--- config.mk ---
export PLATFORM = sky130hd
export DESIGN_NAME = i2c_alert_target
export DESIGN_NICKNAME = d
export VERILOG_FILES = /design/src/rtl/i2c_alert_target.sv
export SDC_FILE = /design/constraint.sdc
export NUM_CORES = 1
export LEC_CHECK = 0
export BUFFER_PORTS_ARGS = -buffer_cell sky130_fd_sc_hd__buf_2
export CORE_MARGIN = 2
export CORE_UTILIZATION = 45
export CTS_CLUSTER_SIZE = 8
export DETAILED_ROUTE_END_ITERATION = 12
export PLACE_DENSITY_LB_ADDON = 0.05
export SETUP_SLACK_MARGIN = 0.2
export SLEW_MARGIN = 0
export SYNTH_ARGS = -nofsm -noshare
export SYNTH_HDL_FRONTEND = slang
export SYNTH_SLANG_ARGS = --single-unit
--- constraint.sdc ---
create_clock -name clk -period 4.6 [get_ports clk]
set_clock_uncertainty 0.15 [all_clocks]
set_input_delay 0.92 -clock clk [delete_from_list [all_inputs] [get_ports clk]]
set_output_delay 0.92 -clock clk [all_outputs]
set_load 0.01 [all_outputs]
--- src/rtl/i2c_alert_target.sv ---
module i2c_alert_target #(
  parameter logic [6:0] DEV_ADDR    = 7'b1100100,
  parameter logic [6:0] ARA_ADDR    = 7'b0001100,
  parameter logic [7:0] STATUS_ADDR = 8'h00
) (
  input  logic       clk,
  input  logic       rst_n,
  input  logic       scl_i,
  input  logic       sda_i,
  output logic       sda_oe,
  input  logic       alert_evt,
  output logic       alert_pull,
  output logic       reg_wr,
  output logic       reg_rd,
  output logic [7:0] reg_addr,
  output logic [7:0] reg_wdata,
  input  logic [7:0] reg_rdata,
  output logic       status_rd
);
  typedef enum logic [2:0] {S_IDLE, S_ADDR, S_WPTR, S_WDATA, S_RDATA, S_ARA} st_t;

  st_t        st, nst;
  logic [2:0] scl_p, sda_p;
  logic [3:0] cnt;
  logic [7:0] sh, tsh, ptr, txn;
  logic       mack;

  wire scl_s = scl_p[1], scl_q = scl_p[2];
  wire sda_s = sda_p[1], sda_q = sda_p[2];
  wire scl_rise = scl_s & ~scl_q;
  wire scl_fall = ~scl_s & scl_q;
  wire start_det = scl_s & scl_q & sda_q & ~sda_s;
  wire stop_det  = scl_s & scl_q & ~sda_q & sda_s;
  wire rx = (st == S_ADDR) || (st == S_WPTR) || (st == S_WDATA);
  wire in_ara = (st == S_ARA);
  wire tx = (st == S_RDATA) || in_ara;

  wire rd_ld  = scl_fall && cnt == 4'd9 &&
                ((rx && nst == S_RDATA) || (st == S_RDATA && mack));
  wire ara_ld = scl_fall && cnt == 4'd9 && rx && nst == S_ARA;

  assign txn       = ara_ld ? {DEV_ADDR, 1'b0} : reg_rdata;
  assign reg_rd    = rd_ld;
  assign status_rd = rd_ld && ptr == STATUS_ADDR;
  assign reg_wr    = scl_fall && cnt == 4'd8 && st == S_WDATA;
  assign reg_addr  = ptr;
  assign reg_wdata = sh;

  always_ff @(posedge clk or negedge rst_n) begin
    if (!rst_n) begin
      scl_p <= '1; sda_p <= '1;
      st <= S_IDLE; nst <= S_IDLE;
      cnt <= '0; sh <= '0; tsh <= '0; ptr <= '0;
      mack <= 1'b0; sda_oe <= 1'b0; alert_pull <= 1'b0;
    end else begin
      scl_p <= {scl_p[1:0], scl_i};
      sda_p <= {sda_p[1:0], sda_i};
      if (start_det) begin
        st <= S_ADDR; cnt <= '0; sda_oe <= 1'b0;
      end else if (stop_det) begin
        st <= S_IDLE; sda_oe <= 1'b0;
      end else if (st != S_IDLE) begin
        if (scl_rise) begin
          if (cnt < 4'd8) begin
            cnt <= cnt + 4'd1;
            if (rx) sh <= {sh[6:0], sda_s};
            if (in_ara && !sda_oe && !sda_s) st <= S_IDLE;
          end else if (cnt == 4'd8 && tx) begin
            mack <= ~sda_s;
            cnt  <= 4'd9;
          end
        end
        if (scl_fall) begin
          if (rx && cnt == 4'd8) begin
            cnt <= 4'd9;
            sda_oe <= 1'b1;
            case (st)
              S_ADDR:
                if (sh[7:1] == DEV_ADDR) nst <= sh[0] ? S_RDATA : S_WPTR;
                else if (sh[7:1] == ARA_ADDR && sh[0] && alert_pull) nst <= S_ARA;
                else begin st <= S_IDLE; sda_oe <= 1'b0; end
              S_WPTR:  begin ptr <= sh; nst <= S_WDATA; end
              default: begin ptr <= ptr + 8'd1; nst <= S_WDATA; end
            endcase
          end else if (rx && cnt == 4'd9) begin
            st <= nst; cnt <= '0; tsh <= txn;
            sda_oe <= (rd_ld || ara_ld) ? ~txn[7] : 1'b0;
            if (rd_ld) ptr <= ptr + 8'd1;
          end else if (tx && cnt >= 4'd1 && cnt <= 4'd7) begin
            tsh <= {tsh[6:0], 1'b0};
            sda_oe <= ~tsh[6];
          end else if (tx && cnt == 4'd8) begin
            sda_oe <= 1'b0;
            if (in_ara) begin alert_pull <= 1'b0; st <= S_IDLE; end
          end else if (tx && cnt == 4'd9) begin
            if (mack) begin
              tsh <= txn; sda_oe <= ~txn[7]; cnt <= '0; ptr <= ptr + 8'd1;
            end else st <= S_IDLE;
          end
        end
      end
      if (alert_evt) alert_pull <= 1'b1;
    end
  end
endmodule

=== Yosys cells after proc, flatten, opt, wreduce, memory -nomap -nowiden ===
Index checks and enable logic that the tools add are counted.

* Add/sub/neg operators: 2
* Order comparisons: 3
* Eq/ne operators: 23
* Muxes and demuxes: 72
* Bitwise operators: 17
* Reductions and logical operators: 49

{| class="wikitable"
|+ Operators by type and width
! operator !! count
|-
| 8-bit 2-to-1 mux || 8
|-
| 3-bit 2-to-1 mux || 21
|-
| 4-bit 2-to-1 mux || 13
|-
| 7-bit 2-to-1 mux || 5
|-
| 1-bit 2-to-1 mux || 24
|-
| 3-bit nonzero test || 7
|-
| 1-bit logical AND || 19
|-
| 6-bit AND reduction || 3
|-
| 8-bit case mux with 2 select lines || 1
|-
| 2-bit != test, second input constant || 7
|-
| 7-bit nonzero test || 2
|-
| 3-bit == test, second input constant || 4
|-
| 1-bit inverter || 10
|-
| 10-bit AND reduction || 1
|-
| 2-bit nonzero test || 5
|-
| 3-bit by 1-bit != test with 1-bit output, second input constant || 3
|-
| 9-bit AND reduction || 1
|-
| 8-bit by 1-bit adder with 8-bit output, second input constant || 1
|-
| 4-bit == test, second input constant || 2
|-
| 8-bit zero test || 1
|-
| 8-bit AND reduction || 1
|-
| 1-bit AND || 7
|-
| 7-bit by 4-bit == test with 1-bit output, second input constant || 1
|-
| 7-bit == test, second input constant || 1
|-
| other kinds (11) || 18
|}

* Bits in registers: 42
* Input bits: 13
* Output and inout bits: 21
* Logic and storage cells: 177

=== Depth between registers and ports, before layout ===
* Depth in word-level cells: 17
* Gate-level depth with buffers: 10
* Gate-level depth less buffers: 7

=== Worst setup path after synthesis ===
No wires, ideal clock.

* Kind: reg-to-output
* From: reg cnt[1]
* To: out status_rd
* Arrival time: 1616 ps
* Required time: 3530 ps
* Setup slack: 1914 ps
* Cell stages (with the launch flop): 6
* Buffers on the path: 0
* Cell sequence: dfrtp_1 inv_1 ha_1 nand3b_2 a211oi_1 and3_1

* Longest elaborated chain between the ends: 4

{| class="wikitable"
|+ RTL lines
! what !! RTL line !! text
|-
| from (decl) || 24 || <nowiki>logic [3:0] cnt;</nowiki>
|-
| from (signal assigned) || 65 || <nowiki>cnt <= cnt + 4'd1;</nowiki>
|-
| 4-bit == test || 38 || <nowiki>wire rd_ld = scl_fall && cnt == 4'd9 &&</nowiki>
|-
| 1-bit logical AND (2 in a row) || 38 ||
|-
| named net reg_rd || 14 || <nowiki>output logic reg_rd,</nowiki>
|-
| 1-bit logical AND || 44 || <nowiki>assign status_rd = rd_ld && ptr == STATUS_ADDR;</nowiki>
|-
| to (decl) || 18 || <nowiki>output logic status_rd</nowiki>
|}

The timed path passes the listed nets, and every way through them passes these cells.

=== Final worst setup path ===
* From: reg cnt[1]
* To: out status_rd

* Longest elaborated chain between the ends: 4

{| class="wikitable"
|+ RTL lines
! what !! RTL line
|-
| 4-bit == test || 38
|-
| 1-bit logical AND (2 in a row) || 38
|-
| 1-bit logical AND || 44
|}

Every way passes these cells.

==> impl_metrics.json <==
{
  "post_cts_resized": 0,
  "yosysMostFrequentCell": "dfrtp_1",
  "outcome": "finished clean",
  "htreeDepth": 2,
  "grt_use_total_pct": 19.90,
  "yosysTopAreaCell": "dfrtp_1",
  "wl_um": 5961,
  "min_path_type": "flop to flop",
  "synth_nets": 287,
  "yosys_most_used_dff": "dfrtp_1",
  "rsz0062_at_grt": "false",
  "io_pins": 34,
  "p_leak_nw": 1.272,
  "initial_core_util_pct": 47.39,
  "p_per_area_nw_per_um2": 401.2,
  "seq_area_sq_um": 1059,
  "syn_inst": 268,
  "fin_crit_ns": 3.130,
  "drive_gt1_share_pct": 30.20,
  "utilization_pct": 52.08,
  "die_area_sq_um": 6537,
  "place_congestion": 0.8803,
  "drc": 0,
  "num_antenna_cells": 0,
  "synth_area_leaders": "dfrtp_1, dfstp_2, nand2_1, mux2_2, ha_1",
  "clock-sinks": 42,
  "crit_fanout": 9,
  "dp_hpwl_um": 4322,
  "cap_viol_max_count": 0,
  "ys.warnings.count": 0,
  "grt_pass1_vias": 1947,
  "core-area_sq_um": 5608,
  "clkLatencyLatePin_ns": 0.30,
  "finalNonFillerCells": 370,
  "synth_edf_count": 0,
  "antenna_left": 0,
  "grt_remaining_overflow": 0,
  "path_class": "flop to output pin",
  "die_w_um": 80.85,
  "vias": 2136,
  "cts_buffer_depth": 2,
  "dr.pass1.iters": 4,
  "dp_worst_setup_slack_ns": 1.776,
  "path_cells": "inv_1 > ha_1 > nand3b_2 > a211oi_1 > and3_1 > buf_2",
  "ys_seq_area_share_pct": 39.83,
  "synthesis.area_sq_um": 2658,
  "portBuffers": 33,
  "hold_viol": 0,
  "drt_iter0_drc": 211,
  "setup_tns_ns": 0,
  "multi_input_area_sq_um": 1485,
  "ys_ff_latch": 42,
  "r2r_slack_ns": 1.81,
  "area_delta_synth_final_pct": 9.887,
  "tightest_slew_ns": 0.9359,
  "synth_common_cells": "dfrtp_1, nand2_1, nor2_1",
  "ir_drop_uv": 210.9,
  "synth_top_area_share_pct": 33.90,
  "grt_max_degree": 43,
  "async_flop_share_pct": 100.0,
  "period_share_pct": 68.04,
  "crit_slowest_cell": "dfrtp_1",
  "postSynthAreaPerCell_sq_um": 9.916,
  "crit_arrival_ns": 2.06,
  "critPathLaunchType": "flop",
  "dpl.cell_count": 362,
  "cp.required_ns": 3.53,
  "max_slew_margin_pct": 37.61,
  "die-height_um": 80.85,
  "max_stage_delay_ns": 0.42,
  "grt_pass1_wl_um": 9915,
  "setup_violations": 0,
  "r2r_cells": 6,
  "cp-end-kind": "output pin",
  "holdBufCountCts": 0,
  "cts_buffers": 5,
  "antenna_found_initial": 0,
  "viasPerCell": 5.773,
  "drv_slew": 0,
  "worst_hold_slack_ns": 0.2074,
  "holdPathStages": 0,
  "final_nets": 316,
  "nFillCells": 554,
  "post_cts_buffers": 0,
  "worst_slack_ns": 1.470,
  "synth_cell_types": 70,
  "cts_tree": "built",
  "max_freq_mhz": 319.5,
  "clk_pin_slew_worst_paths_ns": 0.08,
  "fp-row-count": 27,
  "root_buffer": "clkbuf_8",
  "wl_per_cell_um": 16.11
}
## flip-flops by register name (all words and copies together), names as in the netlist
signal and cells:
nst 3, scl_p 3, reg_wdata 8, tsh 7
sda_oe 1, sda_p 3, reg_addr 8, st 3
alert_pull 1, mack 1, cnt 4
## cells by family (layout without fill, tap and decap cells)
kind of cell    after synthesis  count (layout)  synth area share (%)
buf+inv                      20              50                 4.284
flops                        42              42                 39.83
mux                          11              11                 4.567
xor+xnor                      2               2                0.6593
fa+ha+maj                     6               6                 2.825
compound gates               77              77                 22.32
simple gates                110             110                 25.52
## placed cells by master (no fill, tap or decap), types with 3 or more instances in the layout
cell / n
clkbuf_8: 5
buf_2: 33
o21ai_0: 8
nor2_1: 17
nand2b_1: 5
o21ai_1: 5
mux2_2: 7
o22ai_1: 4
o21ai_2: 5
a21oi_1: 14
a31oi_1: 5
inv_1: 8
a22oi_1: 4
dfstp_2: 6
dfrtp_1: 36
and3_1: 3
nor2_2: 3
a21oi_2: 7
nor2b_1: 6
nand2_1: 28
nand4_1: 3
nand3_1: 14
nor3_1: 7
ha_1: 6
## worst paths after layout
check	startpoint	endpoint
worst max-delay path	cnt[1]	status_rd
max in group asynchronous	rst_n	nst[2]
worst min-delay path	scl_p[0]	scl_p[1]
worst min register to register	scl_p[0]	scl_p[1]
min in group asynchronous	rst_n	cnt[1]
worst max register to register	cnt[0]	reg_addr[3]
## stage by stage
stage,total power [mW],instance area [sq um]
after CTS,1.180,2920
final,1.172,2920
after global placement,0.9386,2836
after detailed placement,0.9410,2836
after floorplan,0.8251,2658
after global routing,1.252,2920
## per-layer routing
metal | wire length (um) | track usage [%] | vias up | part of all wire [%]
met2 | 2582 | 28.43 | 59 | 43
met5 | 0 | 0 | - | 0
li1 | - | - | 1053 | -
met4 | 82 | 6.102 | 0 | 1.4
met3 | 303 | 3.333 | 9 | 5.1
met1 | 2992 | 30.59 | 1015 | 50
## critical path: cells and delay by family (launching register included)
kind	cells	cell delay (ns)
AND/OR/NAND/NOR	2	0.49
flip-flops	1	0.42
AO/OA/AOI/OAI	1	0.37
adder cells (fa/ha/maj)	1	0.26
buffers and inverters	2	0.23
## where the power goes
| group | internal (mW) | switching, mW | total [mW] | leakage (nW) |
|---|---|---|---|---|
| Sequential | 0.443 | 0.124 | 0.567 | 0.507 |
| Clock | 0.108 | 0.129 | 0.236 | 0.0385 |
| Combinational | 0.166 | 0.203 | 0.368 | 0.727 |
| Total | 0.717 | 0.455 | 1.17 | 1.27 |
## final cells by class
type	instances	area share, %
clock inverters	1	0.2571
inverters	8	1.028
repair buffers	34	5.913
clock buffers	7	2.614
flip-flops and latches	42	36.25
well taps	72	3.085
multi-input cells	206	50.86
Power figures use the tool's default switching activity.
